File: config.mk
export PLATFORM = sky130hd
export DESIGN_NAME = chan_die_unhash
export DESIGN_NICKNAME = d
export VERILOG_FILES = /design/src/rtl/unhash_pkg.sv /design/src/rtl/unhash_chan_stage.sv /design/src/rtl/unhash_die_stage.sv /design/src/rtl/chan_die_unhash.sv
export SDC_FILE = /design/constraint.sdc
export NUM_CORES = 1
export LEC_CHECK = 0
export ABC_AREA = 0
export BUFFER_PORTS_ARGS = -buffer_cell sky130_fd_sc_hd__buf_2
export CAP_MARGIN = 20
export CELL_PAD_IN_SITES_DETAIL_PLACEMENT = 0
export CELL_PAD_IN_SITES_GLOBAL_PLACEMENT = 1
export CORE_UTILIZATION = 38
export CTS_BUF_LIST = sky130_fd_sc_hd__clkbuf_4 sky130_fd_sc_hd__clkbuf_8
export DETAILED_ROUTE_END_ITERATION = 6
export PLACE_DENSITY_LB_ADDON = 0.1
export SLEW_MARGIN = 5
export SYNTH_ARGS = -nofsm -noshare
export SYNTH_HDL_FRONTEND = slang
export SYNTH_HIERARCHICAL = 1
export SYNTH_SLANG_ARGS = --single-unit
File: constraint.sdc
create_clock -name clk -period 1.9 [get_ports clk]
set_input_delay 0.38 -clock clk [delete_from_list [all_inputs] [get_ports clk]]
set_output_delay 0.38 -clock clk [all_outputs]
set_load 0.03 [all_outputs]
File: src/rtl/unhash_pkg.sv
// Package: shared positions and helpers for the channel/die unhash block.
// Assumes an address of at least 48 bits so every term position exists.
package unhash_pkg;

    // Enable vector positions
    localparam int EN_4K  = 0;
    localparam int EN_64K = 1;
    localparam int EN_2M  = 2;
    localparam int EN_1G  = 3;
    localparam int EN_1T  = 4;
    localparam int EN_W   = 5;

    // Channel term offsets (added to the channel index)
    localparam int CH_OFS_4K   = 12;
    localparam int CH_OFS_64K  = 15;
    localparam int CH_OFS_2M   = 22;
    localparam int CH_OFS_1G   = 29;
    localparam int CH_OFS_1TA  = 36;
    localparam int CH_OFS_1TB  = 43;
    localparam int CH_4K_LIMIT = 3;   // only indices below this see a 4K term
    localparam int CH_BASE_LO  = 8;
    localparam int CH_JUMP_IDX = 4;
    localparam int CH_JUMP_POS = 14;

    // Die term offsets
    localparam int DIE_BASE_LO = 12;
    localparam int DIE_OFS_64K = 20;
    localparam int DIE_OFS_2M  = 27;
    localparam int DIE_OFS_1G  = 34;
    localparam int DIE_OFS_1T  = 41;

    // Base position of channel select bit idx
    function automatic int chan_base(input int idx);
        return (idx == CH_JUMP_IDX) ? CH_JUMP_POS : CH_BASE_LO + idx;
    endfunction

    // Base position of die select bit idx
    function automatic int die_base(input int idx);
        return DIE_BASE_LO + idx;
    endfunction

endpackage

File: src/rtl/unhash_chan_stage.sv
// Module: unhash_chan_stage
// Corrects the channel select bits of an address. Purely combinational.
// Assumes cnt has already been clamped to at most NCH, and that every
// term reads the incoming address (no channel term lands on a channel base
// bit that an earlier index could already have changed).
module unhash_chan_stage
    import unhash_pkg::*;
#(
    parameter int ADDR_W = 48,
    parameter int NCH    = 5,
    localparam int CNT_W = $clog2(NCH + 1)
) (
    input  logic [ADDR_W-1:0] a_in,
    input  logic [CNT_W-1:0]  cnt,
    input  logic [EN_W-1:0]   en,
    output logic [ADDR_W-1:0] a_out
);

    logic [NCH-1:0] flip;

    // One flip decision per channel select bit
    for (genvar i = 0; i < NCH; i++) begin : g_ch
        localparam logic [CNT_W-1:0] IDX = CNT_W'(i);
        logic t_main;
        logic t_4k;

        assign t_main = (en[EN_64K] & a_in[CH_OFS_64K + i])
                      ^ (en[EN_2M]  & a_in[CH_OFS_2M + i])
                      ^ (en[EN_1G]  & a_in[CH_OFS_1G + i])
                      ^ (en[EN_1T]  & (a_in[CH_OFS_1TA + i] ^ a_in[CH_OFS_1TB + i]));

        if (i < CH_4K_LIMIT) begin : g_4k
            assign t_4k = en[EN_4K] & a_in[CH_OFS_4K + i];
        end else begin : g_no4k
            assign t_4k = 1'b0;
        end

        assign flip[i] = (IDX < cnt) & (t_main ^ t_4k);
    end

    // Apply each flip at its base position
    always_comb begin
        a_out = a_in;
        for (int j = 0; j < NCH; j++) begin
            a_out[chan_base(j)] = a_out[chan_base(j)] ^ flip[j];
        end
    end

endmodule

File: src/rtl/unhash_die_stage.sv
// Module: unhash_die_stage
// Corrects the die select bits of an address that already carries the
// channel corrections. Purely combinational. Assumes cnt <= NDIE.
module unhash_die_stage
    import unhash_pkg::*;
#(
    parameter int ADDR_W = 48,
    parameter int NDIE   = 2,
    localparam int CNT_W = $clog2(NDIE + 1)
) (
    input  logic [ADDR_W-1:0] a_in,
    input  logic [CNT_W-1:0]  cnt,
    input  logic [EN_W-2:0]   en_hi,   // enables without 4K: [0]64K..[3]1T
    output logic [ADDR_W-1:0] a_out
);

    logic [NDIE-1:0] flip;

    // One flip decision per die select bit
    for (genvar i = 0; i < NDIE; i++) begin : g_die
        localparam logic [CNT_W-1:0] IDX = CNT_W'(i);
        assign flip[i] = (IDX < cnt) &
                         ((en_hi[EN_64K-1] & a_in[DIE_OFS_64K + i])
                        ^ (en_hi[EN_2M-1]  & a_in[DIE_OFS_2M + i])
                        ^ (en_hi[EN_1G-1]  & a_in[DIE_OFS_1G + i])
                        ^ (en_hi[EN_1T-1]  & a_in[DIE_OFS_1T + i]));
    end

    // Apply each flip at its base position
    always_comb begin
        a_out = a_in;
        for (int j = 0; j < NDIE; j++) begin
            a_out[die_base(j)] = a_out[die_base(j)] ^ flip[j];
        end
    end

endmodule

File: src/rtl/chan_die_unhash.sv
// Module: chan_die_unhash
// Top of the unhash block: clamps the bit counts, runs channel then die
// correction, and registers the result with a one-cycle valid strobe.
// Assumes ADDR_W >= 48, NCH <= 5 and NDIE <= 2 (term positions are fixed).
module chan_die_unhash
    import unhash_pkg::*;
#(
    parameter int ADDR_W = 48,
    parameter int NCH    = 5,
    parameter int NDIE   = 2,
    localparam int CH_CW  = $clog2(NCH + 1),
    localparam int DIE_CW = $clog2(NDIE + 1)
) (
    input  logic              clk,
    input  logic              rst_n,
    input  logic              in_valid,
    input  logic [ADDR_W-1:0] in_addr,
    input  logic [CH_CW-1:0]  ch_log2,
    input  logic [DIE_CW-1:0] die_log2,
    input  logic [EN_W-1:0]   hash_en,
    output logic              out_valid,
    output logic [ADDR_W-1:0] out_addr
);

    localparam logic [CH_CW-1:0]  CH_MAX  = CH_CW'(NCH);
    localparam logic [DIE_CW-1:0] DIE_MAX = DIE_CW'(NDIE);
    localparam logic [ADDR_W-1:0] TOUCH_MASK = ADDR_W'(48'h0000_0000_7F00);

    logic [CH_CW-1:0]  ch_cnt;
    logic [DIE_CW-1:0] die_cnt;
    logic [ADDR_W-1:0] after_ch;
    logic [ADDR_W-1:0] after_die;

    // Clamp requested counts to what the structure supports
    always_comb begin
        ch_cnt  = (ch_log2  > CH_MAX)  ? CH_MAX  : ch_log2;
        die_cnt = (die_log2 > DIE_MAX) ? DIE_MAX : die_log2;
    end

    unhash_chan_stage #(.ADDR_W(ADDR_W), .NCH(NCH)) u_chan (
        .a_in  (in_addr),
        .cnt   (ch_cnt),
        .en    (hash_en),
        .a_out (after_ch)
    );

    unhash_die_stage #(.ADDR_W(ADDR_W), .NDIE(NDIE)) u_die (
        .a_in  (after_ch),
        .cnt   (die_cnt),
        .en_hi (hash_en[EN_W-1:1]),
        .a_out (after_die)
    );

    // Output register: capture on valid, hold otherwise
    always_ff @(posedge clk) begin
        if (!rst_n) begin
            out_valid <= 1'b0;
            out_addr  <= '0;
        end else begin
            out_valid <= in_valid;
            if (in_valid) out_addr <= after_die;
        end
    end

    // valid strobe follows input valid by exactly one cycle
    assert_valid_latency_R1: assert property (@(posedge clk) disable iff (!rst_n)
        in_valid |=> out_valid);
    assert_valid_idle_R1: assert property (@(posedge clk) disable iff (!rst_n)
        !in_valid |=> !out_valid);

    // result holds while no input is accepted
    assert_hold_R2: assert property (@(posedge clk) disable iff (!rst_n)
        !in_valid |=> $stable(out_addr));

    // only positions 8..14 may ever change
    assert_passthru_R10: assert property (@(posedge clk) disable iff (!rst_n)
        in_valid |=> ((out_addr & ~TOUCH_MASK) == ($past(in_addr) & ~TOUCH_MASK)));

    // all enables clear returns the address unchanged
    assert_alloff_R9: assert property (@(posedge clk) disable iff (!rst_n)
        (in_valid && hash_en == '0) |=> (out_addr == $past(in_addr)));

    // zero counts return the address unchanged
    assert_zero_cnt_R8: assert property (@(posedge clk) disable iff (!rst_n)
        (in_valid && ch_log2 == '0 && die_log2 == '0) |=> (out_addr == $past(in_addr)));

endmodule

==> impl_metrics.py <==
metrics = {
    "clocking": {
        "path_clk_slew_ns": 0.09,
        "clkSinkCount": 49,
        "clock_latency_ns": 0.30,
        "clockRootBuffer": "clkbuf_8",
        "cts_setup_buffers": 0,
        "cts.repair.resized": 0,
        "clockBufferDepth": 2,
        "h-tree-depth": 2,
        "post_cts_hold_buffer_count": 0,
        "cts_tree": "yes",
        "cts-buffers-inserted": 5,
    },
    "synthesis": {
        "syn-num-nets": 382,
        "synth_cells": 321,
        "synth.distinct_cells": 21,
        "synth_area_mm2": 0.00305,
        "ys_ff_latch": 49,
        "yosysSeqAreaShare_pct": 32.1,
        "yosys_warnings": 6,
        "syn_avg_cell_area_um2": 9.51,
    },
    "power_and_ir_drop": {
        "seq_power_share_pct": 46.8,
        "switching_share_pct": 30.3,
        "p_per_area_mw_per_mm2": 780,
        "p_leak_nw": 1.57,
        "comb_power_share_pct": 26.5,
        "power.internal_mw": 1.68,
        "total_power_mw": 2.41,
        "switchingPower_uw": 730,
        "ir_drop_v": 0.000258,
        "clockPowerShare_pct": 26.7,
    },
    "placed_design": {
        "dp.cells": 433,
        "dp_hpwl_um": 4510,
        "gp_congestion": 0.670,
        "place_ws_ns": 0.114,
        "port_buffers": 109,
    },
    "grt": {
        "grt_pass1_vias": 1773,
        "grt_antenna_before_repair": 0,
        "grt_util_all_layers_pct": 14.6,
        "grt_use_met2_pct": 23.5,
        "grt_max_degree": 50,
        "gr-total-overflow": 0,
        "grt_pass1_wl_um": 9360,
        "met3_usage_pct": 3.73,
        "grt_use_met1_pct": 19.3,
        "busiest_layer": "met2",
    },
    "sta": {
        "setup_viol": 0,
        "fmax_ghz": 0.695,
        "rsz0062_at_grt": "no",
        "skew_ns": 0,
        "setup_slack_ns": 0.461,
        "finalCriticalPeriod_ns": 1.44,
        "maxSlewViolCount": 0,
        "min_period_over_period_pct": 75.8,
        "slew_headroom_pct": 76.4,
        "worst_pin_slew_ns": 0.354,
        "finalHoldViolations": 0,
        "tns_ns": 0,
    },
    "route": {
        "num_vias": 1832,
        "routed_wl_um": 6000,
        "drt_iter0_markers": 27,
        "drt-pass1-iter-count": 4,
        "drcViolationCount": 0,
        "ant_nets": 0,
        "vias_per_cell": 4.16,
        "avgRoutedWirePerCell_um": 13.6,
    },
    "run_status": {
        "status": "complete, no violations",
    },
    "cells_and_area": {
        "nFillCells": 837,
        "antenna-diode-count": 0,
        "regArea_um2": 981,
        "layout.cells.non_filler": 440,
        "final_nets": 399,
        "drive_above_1_share_pct": 35.8,
        "syn_to_final_growth_pct": 1.23,
        "final_core_util_pct": 39.8,
        "multi_input_area_mm2": 0.00131,
    },
    "die": {
        "io_pins": 110,
        "coreArea_mm2": 0.00777,
        "rows": 32,
        "die_width_um": 91.6,
        "dieArea_mm2": 0.00840,
        "die_h_um": 91.6,
        "start_util_pct": 39.3,
    },
    "setup_path": {
        "path_max_fanout": 7,
        "cp-start-kind": "input port",
        "path_class": "input port to flip-flop",
        "cp_data_arrival_time_ns": 1.64,
        "critPathCaptureType": "flip-flop",
        "crit_required_ns": 2.10,
    },
    "flow_run": {
        "maxCapViolCount": 0,
    },
    "min_path": {
        "hold_path.class": "input port to flip-flop",
    },
}
stage by stage:
step                      cell area (um2)  hold WS (ns)
after floorplan                      3050         0.640
after global placement               3000         0.491
after detailed placement             3000         0.497
after CTS                            3090         0.322
after global routing                 3090         0.323
final                                3090         0.333
flip-flops by register name, summed over array words and instances, names as in the netlist:
| signal | cells |
|---|---|
| out_valid | 1 |
| out_addr | 48 |
critical path: stages:
cell	delay [ns]
buf_2	0.15
nand2_1	0.07
xnor3_1	0.39
xnor2_1	0.19
o211ai_1	0.12
xnor2_1	0.14
mux2i_1	0.13
nor2b_1	0.06
layout by cell type, fill, tap and decap left out, drive strengths merged:
cell type,count
a21oi,1
buf,112
nor2,1
o31ai,1
xnor2,13
nor2b,50
and2,1
a21o,1
nand2,33
o211ai,1
dfxtp,49
xnor3,5
mux2i,48
clkbuf,7
xor2,13
o21ai,2
layout make-up:
| cell class | count | share of cell area, % |
|---|---|---|
| Clock buffer | 7 | 2.91 |
| Multi-Input combinational cell | 170 | 42.4 |
| Sequential cell | 49 | 31.7 |
| Tap cell | 102 | 4.13 |
| Timing Repair Buffer | 112 | 18.8 |
power by group through the flow:
stage | registers, mW | logic [mW] | clock network, mW
global route | 1.14 | 0.693 | 0.726
global placement | 1.15 | 0.647 | 0
floorplan | 1.29 | 0.465 | 0
detailed placement | 1.15 | 0.652 | 0
CTS | 1.13 | 0.652 | 0.685
finish | 1.13 | 0.639 | 0.643
metal layers:
| metal | part of all wire [%] | vias up |
|---|---|---|
| met1 | 49 | 802 |
| met4 | 0.80 | 0 |
| met5 | 0 | - |
| met3 | 5.7 | 5 |
| li1 | - | 961 |
| met2 | 45 | 64 |
cells in the mapped netlist:
library cell,number,area share [%]
and2_1,1,0.21
o211ai_1,1,0.25
xor2_1,13,3.7
a21o_1,1,0.25
mux2i_1,48,16
nor2b_1,50,10
xnor3_1,5,3.7
buf_8,1,0.49
xnor2_1,13,3.7
dfxtp_1,49,32
clkbuf_1,6,0.74
buf_2,1,0.16
buf_12,1,0.66
o21ai_0,1,0.16
nand2_1,32,3.9
buf_4,93,23
nor2_1,1,0.12
o31ai_1,1,0.25
o21ai_2,1,0.29
nand2_2,1,0.21
a21oi_1,1,0.16
cell families after synthesis:
family,after synthesis,synth area share (%)
AOI/OAI and AO/OA,6,1.35
DFF,49,32.1
muxes,48,15.7
xor gates and xnor gates,31,11.1
and+or+nand+nor,85,14.7
buffers and inverters,102,24.9
path summary, 6_finish.rpt:
path / slack, ns / startpoint / end / depth (start not counted)
min: 0.33 / in_addr[0] / out_addr[0] / 3
min reg2reg: 0.51 / out_addr[4] / out_addr[4] / 2
max: 0.46 / hash_en[2] / out_addr[14] / 8
max reg2reg: 1.27 / out_addr[9] / out_addr[9] / 2
Note: power is estimated with default switching activity, not from simulation.
